**src/rtl/can_irq_pkg.sv**
```systemverilog
package can_irq_pkg;

    localparam int NUM_FLAGS = 8;

    // flag positions inside the host-visible register
    localparam int F_RX   = 0;
    localparam int F_TX   = 1;
    localparam int F_ERR  = 2;
    localparam int F_OVR  = 3;
    localparam int F_WAKE = 4;
    localparam int F_PASV = 5;
    localparam int F_ARB  = 6;
    localparam int F_BUS  = 7;

    // inputs watched by the change detector
    localparam int EDGE_N  = 5;
    localparam int E_TX    = 0;
    localparam int E_OVR   = 1;
    localparam int E_ERRST = 2;
    localparam int E_BUSST = 3;
    localparam int E_PASV  = 4;

    // 1 = either direction counts, 0 = only 0-to-1 counts
    localparam logic [EDGE_N-1:0] EDGE_ANY_MASK = 5'b11100;

    typedef struct packed {
        logic [NUM_FLAGS-1:0] flags;
        logic                 irq;
    } irq_state_t;

endpackage

```
**src/rtl/can_irq_edge.sv**
```systemverilog
module can_irq_edge #(
    parameter int                N        = 5,
    parameter logic [N-1:0]      ANY_MASK = '0
) (
    input  logic         clk,
    input  logic         rst_n,
    input  logic [N-1:0] sig,
    output logic [N-1:0] hit
);

    typedef struct packed {
        logic [N-1:0] prev;
        logic         armed;
    } edge_state_t;

    edge_state_t st_d, st_q;

    always_comb begin
        st_d       = st_q;
        st_d.prev  = sig;
        st_d.armed = 1'b1;
    end

    always_ff @(posedge clk or negedge rst_n) begin
        if (!rst_n) begin
            st_q <= '0;
        end else begin
            st_q <= st_d;
        end
    end

    for (genvar i = 0; i < N; i++) begin : g_det
        if (ANY_MASK[i]) begin : g_any
            assign hit[i] = st_q.armed & (sig[i] ^ st_q.prev[i]);
        end else begin : g_rise
            assign hit[i] = st_q.armed & sig[i] & ~st_q.prev[i];


            rise_only_chk: assert property (@(posedge clk) disable iff (!rst_n)
                hit[i] |-> (sig[i] && !st_q.prev[i]))
                else $error("rise detector fired without a 0-to-1 change");
        end
    end


    baseline_chk: assert property (@(posedge clk) disable iff (!rst_n)
        !st_q.armed |-> (hit == '0))
        else $error("change reported before baseline captured");

endmodule

```
**src/rtl/can_irq_lock.sv**
```systemverilog
module can_irq_lock (
    input  logic clk,
    input  logic rst_n,
    input  logic evt,
    input  logic en,
    input  logic cap_rd,
    output logic set,
    output logic locked
);

    logic lock_d, lock_q;

    always_comb begin
        set    = evt & en & ~lock_q;
        lock_d = set | (lock_q & ~cap_rd);
    end

    always_ff @(posedge clk or negedge rst_n) begin
        if (!rst_n) begin
            lock_q <= 1'b0;
        end else begin
            lock_q <= lock_d;
        end
    end

    assign locked = lock_q;


    lock_block_chk: assert property (@(posedge clk) disable iff (!rst_n)
        locked |-> !set)
        else $error("event passed while locked");


    lock_release_chk: assert property (@(posedge clk) disable iff (!rst_n)
        (locked && cap_rd) |=> !locked)
        else $error("capture read did not release lock");


    lock_hold_chk: assert property (@(posedge clk) disable iff (!rst_n)
        (locked && !cap_rd) |=> locked)
        else $error("lock dropped without capture read");

endmodule

```
**src/rtl/can_irq_status.sv**
```systemverilog
module can_irq_status
    import can_irq_pkg::*;
#(
    parameter int CNT_W = 7
) (
    input  logic                 clk,
    input  logic                 rst_n,
    input  logic                 bus_err_evt,
    input  logic                 arb_lost_evt,
    input  logic                 err_passive,
    input  logic                 sleep_mode,
    input  logic                 bus_activity,
    input  logic                 overrun_stat,
    input  logic                 err_stat,
    input  logic                 bus_stat,
    input  logic                 tx_buf_free,
    input  logic [CNT_W-1:0]     rx_count,
    input  logic [CNT_W-1:0]     rx_level,
    input  logic                 hp_pending,
    input  logic [NUM_FLAGS-1:0] int_en,
    input  logic                 host_rd,
    input  logic                 err_cap_rd,
    input  logic                 arb_cap_rd,
    output logic [NUM_FLAGS-1:0] irq_reg,
    output logic                 irq_out
);

    localparam int LATCH_HI = NUM_FLAGS - 1;

    logic [EDGE_N-1:0]    watch;
    logic [EDGE_N-1:0]    chg;
    logic [NUM_FLAGS-1:0] set_vec;
    logic                 bus_lk, arb_lk;
    logic                 bus_set, arb_set;
    logic                 rx_live;

    irq_state_t st_d, st_q;

    always_comb begin
        watch          = '0;
        watch[E_TX]    = tx_buf_free;
        watch[E_OVR]   = overrun_stat;
        watch[E_ERRST] = err_stat;
        watch[E_BUSST] = bus_stat;
        watch[E_PASV]  = err_passive;
    end

    can_irq_edge #(
        .N        (EDGE_N),
        .ANY_MASK (EDGE_ANY_MASK)
    ) u_edge (
        .clk   (clk),
        .rst_n (rst_n),
        .sig   (watch),
        .hit   (chg)
    );

    can_irq_lock u_bus_lock (
        .clk    (clk),
        .rst_n  (rst_n),
        .evt    (bus_err_evt),
        .en     (int_en[F_BUS]),
        .cap_rd (err_cap_rd),
        .set    (bus_set),
        .locked (bus_lk)
    );

    can_irq_lock u_arb_lock (
        .clk    (clk),
        .rst_n  (rst_n),
        .evt    (arb_lost_evt),
        .en     (int_en[F_ARB]),
        .cap_rd (arb_cap_rd),
        .set    (arb_set),
        .locked (arb_lk)
    );

    always_comb begin
        rx_live         = (rx_count > rx_level) | hp_pending;
        set_vec         = '0;
        set_vec[F_BUS]  = bus_set;
        set_vec[F_ARB]  = arb_set;
        set_vec[F_PASV] = int_en[F_PASV] & chg[E_PASV];
        set_vec[F_WAKE] = int_en[F_WAKE] & sleep_mode & bus_activity;
        set_vec[F_OVR]  = int_en[F_OVR] & chg[E_OVR];
        set_vec[F_ERR]  = int_en[F_ERR] & (chg[E_ERRST] | chg[E_BUSST]);
        set_vec[F_TX]   = int_en[F_TX] & chg[E_TX];
        set_vec[F_RX]   = int_en[F_RX] & rx_live;
    end

    always_comb begin
        st_d = st_q;
        st_d.flags[LATCH_HI:1] = set_vec[LATCH_HI:1]
                               | (st_q.flags[LATCH_HI:1] & {LATCH_HI{~host_rd}});
        st_d.flags[F_RX] = set_vec[F_RX];
        st_d.irq = |st_d.flags;
    end

    always_ff @(posedge clk or negedge rst_n) begin
        if (!rst_n) begin
            st_q <= '0;
        end else begin
            st_q <= st_d;
        end
    end

    assign irq_reg = st_q.flags;
    assign irq_out = st_q.irq;


    irq_line_chk: assert property (@(posedge clk) disable iff (!rst_n)
        irq_out == (irq_reg != '0))
        else $error("interrupt line disagrees with register");

    for (genvar k = 1; k < NUM_FLAGS; k++) begin : g_flag_chk

        rd_clear_chk: assert property (@(posedge clk) disable iff (!rst_n)
            (host_rd && !set_vec[k]) |=> !irq_reg[k])
            else $error("flag survived host read");


        set_wins_chk: assert property (@(posedge clk) disable iff (!rst_n)
            set_vec[k] |=> irq_reg[k])
            else $error("set event lost");


        hold_chk: assert property (@(posedge clk) disable iff (!rst_n)
            (irq_reg[k] && !host_rd) |=> irq_reg[k])
            else $error("flag dropped without read");
    end


    disabled_chk: assert property (@(posedge clk) disable iff (!rst_n)
        (!int_en[F_OVR] && !irq_reg[F_OVR] && !host_rd) |=> !irq_reg[F_OVR])
        else $error("disabled overrun flag set");

endmodule

```
**config.mk**
```make
export PLATFORM = sky130hd
export DESIGN_NAME = can_irq_status
export DESIGN_NICKNAME = d
export VERILOG_FILES = /design/src/rtl/can_irq_pkg.sv /design/src/rtl/can_irq_edge.sv /design/src/rtl/can_irq_lock.sv /design/src/rtl/can_irq_status.sv
export SDC_FILE = /design/constraint.sdc
export NUM_CORES = 1
export LEC_CHECK = 0
export ABC_CLOCK_PERIOD_IN_PS = 4500
export BUFFER_PORTS_ARGS = -buffer_cell sky130_fd_sc_hd__clkbuf_2
export CAP_MARGIN = 10
export CORE_MARGIN = 2
export CORE_UTILIZATION = 45
export DETAILED_ROUTE_END_ITERATION = 12
export MAX_ROUTING_LAYER = met4
export PLACE_DENSITY = 0.82
export RECOVER_POWER = 100
export SLEW_MARGIN = 10
export SYNTH_ARGS = -nofsm -noshare
export SYNTH_HDL_FRONTEND = slang
export SYNTH_SLANG_ARGS = --single-unit
export TNS_END_PERCENT = 10
```
**constraint.sdc**
```tcl
create_clock -name clk -period 4.5 [get_ports clk]
set_clock_uncertainty 0.2 [all_clocks]
set_input_delay 0.675 -clock clk [delete_from_list [all_inputs] [get_ports clk]]
set_output_delay 0.675 -clock clk [all_outputs]
set_load 0.02 [all_outputs]
```
**Yosys cells after proc, flatten, opt, wreduce, memory -nomap -nowiden**

Index checks and enable logic that the tools add are counted.

- Register bits after elaboration: 17
- Latch bits: 0
- Memory bits (writable): 0
- ROM bits: 0
- Bits of input ports: 37
- Output and inout bits: 9
- Word-level logic and storage cells: 44
- Memories kept: 0

- $add $sub $neg: 0
- Multipliers: 0
- Divide/modulo/power cells: 0
- Magnitude comparators: 1
- Equality and inequality tests: 0
- Shift-type cells: 0
- Muxes and demuxes: 0
- Bitwise operators: 36
- Reductions and logical operators: 1

Operators with widths:

| kind | count |
|---|---|
| $and 1x1->1 | 20 |
| $reduce_or 8->1 | 1 |
| $and 7x7->7 | 1 |
| $gt 7x7->1 | 1 |
| $not 1->1 | 7 |
| $or 7x7->7 | 1 |
| $or 1x1->1 | 4 |
| $xor 1x1->1 | 3 |

**Logic depth before layout (Yosys ltp)**

- Word-level depth: 6
- Depth in mapped cells: 6
- Gate-level depth less buffers: 6

**By module**

From an unflattened synthesis, not the netlist that was laid out.

- Cell total of the unflattened synthesis: 74
- Area total of the unflattened synthesis: 808.3 µm²

By module, submodules not included:

| module | instances | cells an instance | area an instance (µm²) | seq. area each (µm²) |
|---|---|---|---|---|
| can_irq_status | 1 | 49 | 509.2 | 225.2 |
| can_irq_edge | 1 | 17 | 214.0 | 150.1 |
| can_irq_lock | 2 | 4 | 42.5 | 25.0 |

**Worst setup path after synthesis**

OpenSTA, ideal clock, no wires.

- Path kind: input-to-reg
- Start: input port rx_level[6]
- End: register st_q, in the netlist irq_out
- Library setup time: 139 ps
- Data arrival time: 2034 ps
- Required time: 4161 ps
- Path slack: 2127 ps
- Stages: 6
- Buffers on the path: 0
- Cells stage by stage: inv_1 ha_1 a211oi_2 o21ai_1 o221a_2 or4_4

RTL lines:

| what | line | RTL |
|---|---|---|
| start: declaration | can_irq_status.sv:18 | `input logic [CNT_W-1:0] rx_level,` |
| end signal: assignment | can_irq_status.sv:103 | `st_q <= st_d;` |
| end: declaration | can_irq_status.sv:37 | `irq_state_t st_d, st_q;` |

==> out/metrics.cfg <==
[drt]
route.detailed.drc=0
top_layer=met4
antenna_left=0
dr_wl_met3_um=136
avgRoutedWirePerCell_um=10.9
routed-wl-met2_um=737
drt-pass1-iter-count=3
wl_met1_um=629
via_per_inst=5.01
drt_iter0_drc=1
routed_wl_um=1520
vias=697

[setup_path]
cpPeakStageDelay_ns=0.50
arrival_ns=2.21
path_cells=clkbuf_2, inv_1, ha_1, a211oi_1, o21ai_0, o221a_2, or4_4
crit_fanout=3
setup.worst_path.end_class=flop
criticalPathCategory=primary input to flop
path_buf_inv=2
cpMaxStageDelayCell=or4_4
start_kind=primary input
cp.required_ns=4.46
path_delay_family=compound AO/OA/AOI/OAI gates

[clock_network]
clkLatencyLatePin_ns=0.28
cts_resized=0
postCtsHoldBufs=0
htree_levels=1
cts_buffers=3
cts_setup_buffers=0
cts_tree=built
path_clk_slew_ns=0.09
clkSinkCount=17
clockBufferDepth=2
root_buffer=clkbuf_4

[power]
combPwrFrac_pct=20.2
clkPwrFrac_pct=25.0
seq_power_share_pct=54.8
p_per_area_nw_per_um2=299
switchingPower_mw=0.0837
internal_power_mw=0.227
power_leakage_nw=0.541
peakVddDrop_mv=0.128
swShare_pct=27.0

[synth]
synthCells=73
synth_seq_cells=17
synth.avg_cell_area_um2=10.8
synthesis.area_um2=792
yosysWarnings=0
synth_nets=117
ys_types=21
ys_seq_area_share_pct=53.7

[run_status]
outcome=complete, no violations

[timing]
post-route-period-util_pct=49.9
maxSlewViolCount=0
slew_headroom_pct=42.7
fin_setup_tns_ns=0
setup_viol=0
period_needed_ns=2.24
max_freq_mhz=446
worstMarginPinSlew_ns=0.860
hold_violations=0
post-route-worst-setup-slack_ns=2.26
rsz0062_at_grt=false

[finish]
final_cell_mix=clkbuf_2 (29), clkbuf_1 (17), dfrtp_1 (17)
final_common_cell=clkbuf_2
largest_reg_flops=8
stdcell_count=139
syn2layout_area_growth_pct=31.3
final_area_um2=1040
fin_util_pct=61.6
drive_above_1_share_pct=28.7
final_net_count=167
antenna_cells=0

[global_route]
grt_start_max_net_pins=18
antenna_found_initial=0
grt_pass1_wl_um=2500
grt_overflow=0
grt_pass1_vias=656
grt_usage_pct=17.4

[hold_path]
hold_path.class=primary input to async pin

[die]
core_area_um2=1690
pin_count=46
fp.dieArea_um2=2110
fp-row-count=15
die_x_um=46.0
die_h_um=46.0
initial_core_util_pct=46.9

[place]
placed_cells=135
place_congestion=0.696
preCtsSetupSlack_ns=1.97
placed_cell_area_um2=1040
io_buffer_count=45
post-dp-hpwl_um=1320

[run]
cap_violations=0

## logic make-up (layout without fill, tap and decap cells)
group / after synthesis / in the layout / share of synthesized area [%]
xor+xnor: 3 / 3 / 3.32
compound gates: 16 / 16 / 12.3
other cells: 1 / 1 / 0.473
flops: 17 / 17 / 53.7
fa+ha+maj: 7 / 7 / 11.1
buf+inv: 16 / 65 / 7.58
simple gates: 13 / 13 / 11.5
## worst paths after layout
| check | startpoint | to | slack [ns] | cells after the start |
|---|---|---|---|---|
| min | rst_n | irq_reg[2] | 0.27 | 1 |
| max in group asynchronous | rst_n | u_edge.st_q[0] | 3.30 | 1 |
| min in group clk | tx_buf_free | u_edge.st_q[1] | 0.31 | 1 |
| max reg2reg | u_bus_lock.locked | irq_out | 2.75 | 4 |
| min reg2reg | u_bus_lock.locked | u_bus_lock.locked | 0.33 | 2 |
| max | rx_level[6] | irq_out | 2.26 | 7 |
## metal layers
| layer | GRT usage [%] | up-vias |
|---|---|---|
| li1 | - | 344 |
| met1 | 18.8 | 313 |
| met2 | 31.1 | 37 |
| met3 | 2.78 | 3 |
| met4 | 6.86 | 0 |
| met5 | - | - |
## synth_stat cells (all sizes together)
cell type	instances	share of area, %
a211oi	1	1.6
a21oi	3	1.9
conb	1	0.47
dfrtp	17	54
ha	7	11
inv	16	7.6
nand2	2	0.95
nand3	1	0.63
nand3b	3	2.8
nand4	1	0.79
nand4b	3	3.3
o211ai	1	0.95
o21ai	9	5.7
o221a	1	1.4
o22ai	1	0.79
or3	2	1.6
or4	1	1.4
xnor2	1	1.1
xor2	2	2.2
## final cells by class
cell class / count / area [um2]
clock buffer: 4 / 26.3
multi-input combinational: 40 / 302
sequential: 17 / 425
fill: 151 / 649
timing repair buffer: 45 / 205
inverter: 16 / 60.1
tap: 17 / 21.3
## power by group through the flow
stage                     combinational (mW)  sequential, mW  clock, mW
after floorplan                       0.0255           0.182          0
after global placement                0.0653           0.173          0
after detailed placement              0.0672           0.174          0
after CTS                             0.0677           0.171     0.0800
after global routing                  0.0717           0.172     0.0893
final                                 0.0628           0.170     0.0775
## per-stage QoR
step	hold WS [ns]	power, mW
6_report	0.271	0.311
5_1_grt	0.297	0.333
4_1_cts	0.111	0.318
3_5_place_dp	0.312	0.241
3_3_place_gp	0.311	0.238
2_1_floorplan	0.179	0.207
(Power assumes the default switching activity.)
